$ cat src/rtl/fba_pkg.sv
package fba_pkg;

  localparam int unsigned BYTE_W = 8;
  localparam int unsigned PH_W   = $clog2(BYTE_W);

  localparam logic [BYTE_W-1:0] SYNC_ONE_BYTE = 8'h6F;
  localparam logic [BYTE_W-1:0] SYNC_TWO_BYTE = 8'h14;

  typedef enum logic [1:0] {
    DEC_HOLD  = 2'd0,
    DEC_PHASE = 2'd1,
    DEC_FRAME = 2'd2
  } fba_dec_e;

endpackage

$ cat src/rtl/fba_rst_sync.sv
module fba_rst_sync #(
  parameter int unsigned STAGES = 2
) (
  input  logic clk,
  input  logic rst_n_in,
  output logic rst_n_out
);

  logic [STAGES-1:0] sync_q;
  logic [STAGES-1:0] sync_d;

  always_comb begin
    sync_d = {sync_q[STAGES-2:0], 1'b1};
  end

  always_ff @(posedge clk or negedge rst_n_in) begin
    if (!rst_n_in) begin
      sync_q <= '0;
    end else begin
      sync_q <= sync_d;
    end
  end

  assign rst_n_out = sync_q[STAGES-1];

endmodule

$ cat src/rtl/fba_search.sv
module fba_search
  import fba_pkg::*;
#(
  parameter int unsigned W = 32
) (
  input  logic           clk,
  input  logic           rst_n,
  input  logic [2*W-1:0] win,
  output logic [W-1:0]   one_hit,
  output logic [W-1:0]   frame_hit
);

  localparam int unsigned NB = W / BYTE_W;
  localparam logic [W-1:0] ONE_WORD = {NB{SYNC_ONE_BYTE}};
  localparam logic [W-1:0] TWO_WORD = {NB{SYNC_TWO_BYTE}};

  logic [W-1:0] two_hit;
  logic [W-1:0] one_hit_q;
  logic [W-1:0] one_hit_d;

  // One comparator pair per bit offset of the window
  for (genvar k = 0; k < W; k++) begin : g_off
    logic [W-1:0] cand;
    assign cand       = win[2*W-1-k -: W];
    assign one_hit[k] = (cand == ONE_WORD);
    assign two_hit[k] = (cand == TWO_WORD);
  end

  always_comb begin
    one_hit_d = one_hit;
    frame_hit = two_hit & one_hit_q;
  end

  always_ff @(posedge clk or negedge rst_n) begin
    if (!rst_n) begin
      one_hit_q <= '0;
    end else begin
      one_hit_q <= one_hit_d;
    end
  end

endmodule

$ cat src/rtl/fba_ctl.sv
module fba_ctl
  import fba_pkg::*;
#(
  parameter int unsigned W     = 32,
  parameter int unsigned OFF_W = $clog2(W)
) (
  input  logic             clk,
  input  logic             rst_n,
  input  logic             en_phase,
  input  logic             en_frame,
  input  logic [W-1:0]     one_hit,
  input  logic [W-1:0]     frame_hit,
  output logic [OFF_W-1:0] off_q,
  output logic             det_q,
  output logic             rl_q
);

  logic [W-1:0]     phase_miss;
  logic [OFF_W-1:0] frame_k;
  logic [OFF_W-1:0] phase_k;
  logic [OFF_W-1:0] off_d;
  logic             off_ce;
  logic             det_d;
  logic             rl_d;
  fba_dec_e         dec;

  function automatic logic [OFF_W-1:0] lowest_set(input logic [W-1:0] v);
    logic [OFF_W-1:0] r;
    r = '0;
    for (int i = W - 1; i >= 0; i--) begin
      if (v[i]) r = OFF_W'(i);
    end
    return r;
  endfunction

  // Offsets whose bit phase disagrees with the current selector
  for (genvar k = 0; k < W; k++) begin : g_phase
    localparam logic [OFF_W-1:0] KV = OFF_W'(k);
    assign phase_miss[k] = one_hit[k] && (KV[PH_W-1:0] != off_q[PH_W-1:0]);
  end

  always_comb begin
    frame_k = lowest_set(frame_hit);
    phase_k = lowest_set(phase_miss);
    dec     = DEC_HOLD;
    if (en_frame && (|frame_hit)) begin
      dec = DEC_FRAME;
    end else if ((en_frame || en_phase) && (|phase_miss)) begin
      dec = DEC_PHASE;
    end
    case (dec)
      DEC_FRAME: off_d = frame_k;
      DEC_PHASE: off_d = {off_q[OFF_W-1:PH_W], phase_k[PH_W-1:0]};
      default:   off_d = off_q;
    endcase
    off_ce = (dec != DEC_HOLD);
    det_d  = |frame_hit;
    rl_d   = (off_d != off_q);
  end

  always_ff @(posedge clk or negedge rst_n) begin
    if (!rst_n) begin
      off_q <= '0;
    end else if (off_ce) begin
      off_q <= off_d;
    end
  end

  always_ff @(posedge clk or negedge rst_n) begin
    if (!rst_n) begin
      det_q <= 1'b0;
      rl_q  <= 1'b0;
    end else begin
      det_q <= det_d;
      rl_q  <= rl_d;
    end
  end

endmodule

$ cat src/rtl/fba_shift.sv
module fba_shift #(
  parameter int unsigned W     = 32,
  parameter int unsigned OFF_W = $clog2(W),
  parameter int unsigned LAG   = 3
) (
  input  logic             clk,
  input  logic             rst_n,
  input  logic [2*W-1:0]   win,
  input  logic [OFF_W-1:0] off,
  output logic [W-1:0]     out_q
);

  logic [2*W-1:0] stage_q [LAG];
  logic [2*W-1:0] shifted;
  logic [W-1:0]   out_d;

  // Window delay line, so the selector update lands before the data
  for (genvar s = 0; s < LAG; s++) begin : g_lag
    logic [2*W-1:0] src;
    if (s == 0) begin : g_head
      assign src = win;
    end else begin : g_body
      assign src = stage_q[s-1];
    end
    always_ff @(posedge clk or negedge rst_n) begin
      if (!rst_n) begin
        stage_q[s] <= '0;
      end else begin
        stage_q[s] <= src;
      end
    end
  end

  always_comb begin
    shifted = stage_q[LAG-1] << off;
    out_d   = shifted[2*W-1 -: W];
  end

  always_ff @(posedge clk or negedge rst_n) begin
    if (!rst_n) begin
      out_q <= '0;
    end else begin
      out_q <= out_d;
    end
  end

endmodule

$ cat src/rtl/frame_byte_aligner.sv
module frame_byte_aligner #(
  parameter int unsigned W   = 32,
  parameter int unsigned LAG = 3
) (
  input  logic         clk,
  input  logic         rst_n,
  input  logic [W-1:0] rx_word,
  input  logic         en_byte_only,
  input  logic         en_frame_lock,
  output logic [W-1:0] al_word,
  output logic         frame_det_pulse,
  output logic         realign_pulse
);

  localparam int unsigned OFF_W = $clog2(W);

  logic           rst_sync_n;
  logic [W-1:0]   prev_q;
  logic [W-1:0]   prev_d;
  logic [2*W-1:0] win;
  logic [W-1:0]   one_hit;
  logic [W-1:0]   frame_hit;
  logic [OFF_W-1:0] off_q;

  fba_rst_sync #(.STAGES(2)) u_rst (
    .clk       (clk),
    .rst_n_in  (rst_n),
    .rst_n_out (rst_sync_n)
  );

  always_comb begin
    prev_d = rx_word;
    win    = {prev_q, rx_word};
  end

  always_ff @(posedge clk or negedge rst_sync_n) begin
    if (!rst_sync_n) begin
      prev_q <= '0;
    end else begin
      prev_q <= prev_d;
    end
  end

  fba_search #(.W(W)) u_search (
    .clk       (clk),
    .rst_n     (rst_sync_n),
    .win       (win),
    .one_hit   (one_hit),
    .frame_hit (frame_hit)
  );

  fba_ctl #(.W(W), .OFF_W(OFF_W)) u_ctl (
    .clk       (clk),
    .rst_n     (rst_sync_n),
    .en_phase  (en_byte_only),
    .en_frame  (en_frame_lock),
    .one_hit   (one_hit),
    .frame_hit (frame_hit),
    .off_q     (off_q),
    .det_q     (frame_det_pulse),
    .rl_q      (realign_pulse)
  );

  fba_shift #(.W(W), .OFF_W(OFF_W), .LAG(LAG)) u_shift (
    .clk   (clk),
    .rst_n (rst_sync_n),
    .win   (win),
    .off   (off_q),
    .out_q (al_word)
  );

endmodule

$ cat config.mk
export PLATFORM = sky130hd
export DESIGN_NAME = frame_byte_aligner
export DESIGN_NICKNAME = d
export VERILOG_FILES = /design/src/rtl/fba_pkg.sv /design/src/rtl/fba_rst_sync.sv /design/src/rtl/fba_search.sv /design/src/rtl/fba_ctl.sv /design/src/rtl/fba_shift.sv /design/src/rtl/frame_byte_aligner.sv
export SDC_FILE = /design/constraint.sdc
export NUM_CORES = 1
export LEC_CHECK = 0
export ABC_AREA = 1
export BUFFER_PORTS_ARGS = -buffer_cell sky130_fd_sc_hd__buf_2
export CAP_MARGIN = 10
export CORE_MARGIN = 2
export CORE_UTILIZATION = 40
export DETAILED_ROUTE_END_ITERATION = 10
export GPL_TIMING_DRIVEN = 0
export PLACE_DENSITY_LB_ADDON = 0.08
export SLEW_MARGIN = 40
export SYNTH_ARGS = -nofsm -noshare
export SYNTH_HDL_FRONTEND = slang
export SYNTH_SLANG_ARGS = --single-unit
$ cat constraint.sdc
create_clock -name clk -period 6.5 [get_ports clk]
set_input_delay 0.325 -clock clk [delete_from_list [all_inputs] [get_ports clk]]
set_output_delay 0.325 -clock clk [all_outputs]
set_load 0.01 [all_outputs]
==> results.ini <==
[synthesis]
yosys.area_share.simple_pct = 44.3
muxShareOfSynthArea_pct = 1.44
synthArstFlopShare_pct = 100
syn_inst = 2034
ys_ff_latch = 201
syn_avg_cell_area_um2 = 6.50
synth_compound_area_share_pct = 7.36
synth_top_family_by_area = simple AND/OR/NAND/NOR gates
synthXorXnorAreaFrac_pct = 0
synth_edf_count = 0
seq_area_frac_synth_pct = 38.0
synth_flop_cell = dfrtp_1
yosysWarningCount = 0
syn_area_um2 = 13200
synthesis.nets = 2070
ys_types = 38
yosys.area_share.adder_pct = 0

[worst_setup_path]
worstReg2RegEnd = u_ctl.rl_q
path_max_fanout = 8
cpPeakStageDelay_ns = 0.56
cp-start-kind = flip-flop
crit_path_cell_trace = buf_2 > nand2_1 > inv_1 > nand3_1 > nor2_1 > nand3_1 > nand2_1 > nor2_1 > nand3_1 > nor2_1 > nand2_1 > nand2_1 > nand2_2 > nand3_2 > nand2_1 > inv_2 > nand2_1 > inv_2 > nor2_1 > nand3_1
end_kind = flip-flop
arrival_ns = 3.88
crit_buf_inv = 4
worstPathRequired_ns = 6.93
rrSetupSlack_ns = 3.06
critPathKind = flip-flop to flip-flop
critPathTopFamily = simple AND/OR/NAND/NOR gates
crit_slowest_cell = dfrtp_1
reg2reg_from = u_shift.g_lag[1].src[1]
cp_common_cell = nand2_1
ff2ff_path_depth = 20

[clocking]
cts-root-buf = clkbuf_16
cts.htree.levels = 1
postCtsSetupRepairBufs = 0
cts_buffers = 25
worstSkewPairLatency_ns = 0.57
ctsResizeCount = 0
cts_tree = yes
cts.path.max_buffers = 3
ctsHoldBuffers = 33
clk_pin_slew_ns = 0.06
cts_sinks = 201

[sta]
whs_ns = 0.117
hold_viol = 0
fin_skew_ns = 0.0194
fmax_mhz = 291
slew_headroom_pct = 38.4
rsz0062_at_grt = false
tightest_slew_ns = 0.914
drv_slew = 0
finalWorstSetupSlack_ns = 3.06
finalCritPeriodShare_pct = 53.0
setup_viol = 0
period_minus_slack_ns = 3.44

[flow_run]
drv_cap = 0

[drt]
wl_per_cell_um = 24.9
firstDrtPassIters = 6
viasPerCell = 5.72
vias = 15000
ant_nets = 0
drt_wl_total_mm = 65.2
drc = 0
initialDrtViolationCount = 1696

[placement]
dp_hpwl_mm = 53.3
place_ws_ns = 3.22
gp_congestion = 1.05
port-buffer-count = 69

[die]
row_count = 66
core-area_um2 = 32500
dieArea_um2 = 34500
start_util_pct = 40.7
io_pins = 70
die_y_um = 186
die_w_um = 186

[grt]
grt.overflow.total = 0
grt_pass1_wl_mm = 95.8
grt_max_degree = 44
grt_pass1_vias = 14700
grt_usage_pct = 38.9
antenna_found_initial = 0

[status]
status = complete, no violations

[power]
pwr-share-clk_pct = 43.3
power-per-cell-area_nw_per_um2 = 218
p_total_w = 0.00336
vdd_drop_max_v = 0.000270
seqPwrFrac_pct = 40.9
p_leak_nw = 7.52
switching_share_pct = 30.4
combinationalPowerShare_pct = 15.7
p_int_w = 0.00234
p_switching_w = 0.00102

[final_layout]
layout_common_cells = nand2_1 (490), nor2_1 (393), nand3_1 (249)
area_delta_synth_final_pct = 16.5
layout_commonest_cell = nand2_1
regArea_um2 = 5030
drive_gt1_share_pct = 9.57
final_nets = 2204
multi_input_area_um2 = 7030
nFillCells = 3488
n_antenna_cell = 0

[min_path]
min_path_type = input port to asynchronous set/reset pin

[worst register-to-register path, cell delays in order, from the launching register on]
cell,delay [ns]
dfrtp_1,0.56
buf_2,0.28
nand2_1,0.13
inv_1,0.16
nand3_1,0.48
nor2_1,0.53
nand3_1,0.13
nand2_1,0.09
nor2_1,0.05
nand3_1,0.06
nor2_1,0.04
nand2_1,0.08
nand2_1,0.11
nand2_2,0.14
nand3_2,0.08
nand2_1,0.07
inv_2,0.04
nand2_1,0.06
inv_2,0.04
nor2_1,0.09
nand3_1,0.11
[registers in the layout, summed over array words and instances (netlist names)]
| register | cells |
|---|---|
| u_ctl.det_q | 1 |
| u_ctl.off_q | 5 |
| u_ctl.rl_q | 1 |
| u_rst.sync_q | 2 |
| u_search.one_hit_q | 32 |
| u_shift.g_lag.src | 64 |
| u_shift.out_q | 32 |
| u_shift.stage_q | 64 |
[per-stage QoR]
step	std cells	TNS [ns]	util, %	cell area (um^2)
final	2625	0	47.4	15400
after global routing	2625	0	47.4	15400
after CTS	2625	0	47.4	15400
after detailed placement	2550	0	43.7	14200
after global placement	2545	-340.84	43.4	14100
after floorplan	2034	0	-	13200
[cells in the mapped netlist, drive strengths merged, types with 2 or more instances]
cell type  instances  share of area [%]
inv              217                6.2
o21ai            109                4.2
a31oi              8               0.38
nor3              29                1.1
nand3            252                9.6
and2               2              0.095
o221ai             2               0.13
nand4            112                5.3
nor4              15               0.71
o22ai              8               0.38
clkbuf            38                1.1
a211oi             2               0.11
a22oi              9               0.51
and3               2              0.095
a21oi             28                1.1
mux2i             19                1.4
or2                3               0.14
nand2            502                 15
buf               45                1.6
nor2             414                 12
o211ai             8               0.45
nand3b             4               0.23
dfrtp            201                 38
[layer usage]
metal  track usage [%]  vias up  wire [um]
li1                  -     6940          -
met1              43.6     7016      23800
met2              64.5      812      30300
met3              5.26      243       4120
met4              34.6        0       7070
met5                 0        -          0
[layout make-up]
cell class,instances,area share (%)
plain buffers,83,2.33
flip-flops and latches,201,32.7
multi-input cells,1533,45.6
inverters,217,5.29
clock inverters,12,1.05
well taps,442,3.59
clock buffers,30,4.44
repair buffers,107,5.03
[kinds of logic (layout without fill, tap and decap cells)]
kind of cell | after synthesis | count (layout)
AO/OA/AOI/OAI | 177 | 177
multiplexers | 19 | 19
other | 1 | 1
flip-flops | 201 | 201
buffers and inverters | 300 | 449
AND/OR/NAND/NOR | 1336 | 1336
[how the worst max path moves through the flow]
stage                                  startpoint           endpoint  slack, ns  cells past startpoint
after global placement            u_rst.sync_q[1]  u_shift.out_q[25]      -1.74                      0
final                     u_shift.g_lag[1].src[1]         u_ctl.rl_q       3.06                     20
after CTS                 u_shift.g_lag[1].src[1]         u_ctl.rl_q       3.22                     20
after floorplan                   u_rst.sync_q[1]        u_ctl.det_q       0.48                      0
after global routing      u_shift.g_lag[1].src[1]         u_ctl.rl_q       2.91                     18
after detailed placement  u_shift.g_lag[1].src[1]         u_ctl.rl_q       3.22                     18
[power groups by stage]
stage          Clock [W]  Combinational [W]  Sequential, W
6_report         0.00146           0.000529        0.00138
5_1_grt          0.00152           0.000579        0.00138
4_1_cts          0.00147           0.000518        0.00137
3_5_place_dp           0           0.000500        0.00140
3_3_place_gp           0           0.000471        0.00142
2_1_floorplan          0           0.000263        0.00140
Power figures use the tool's default switching activity.
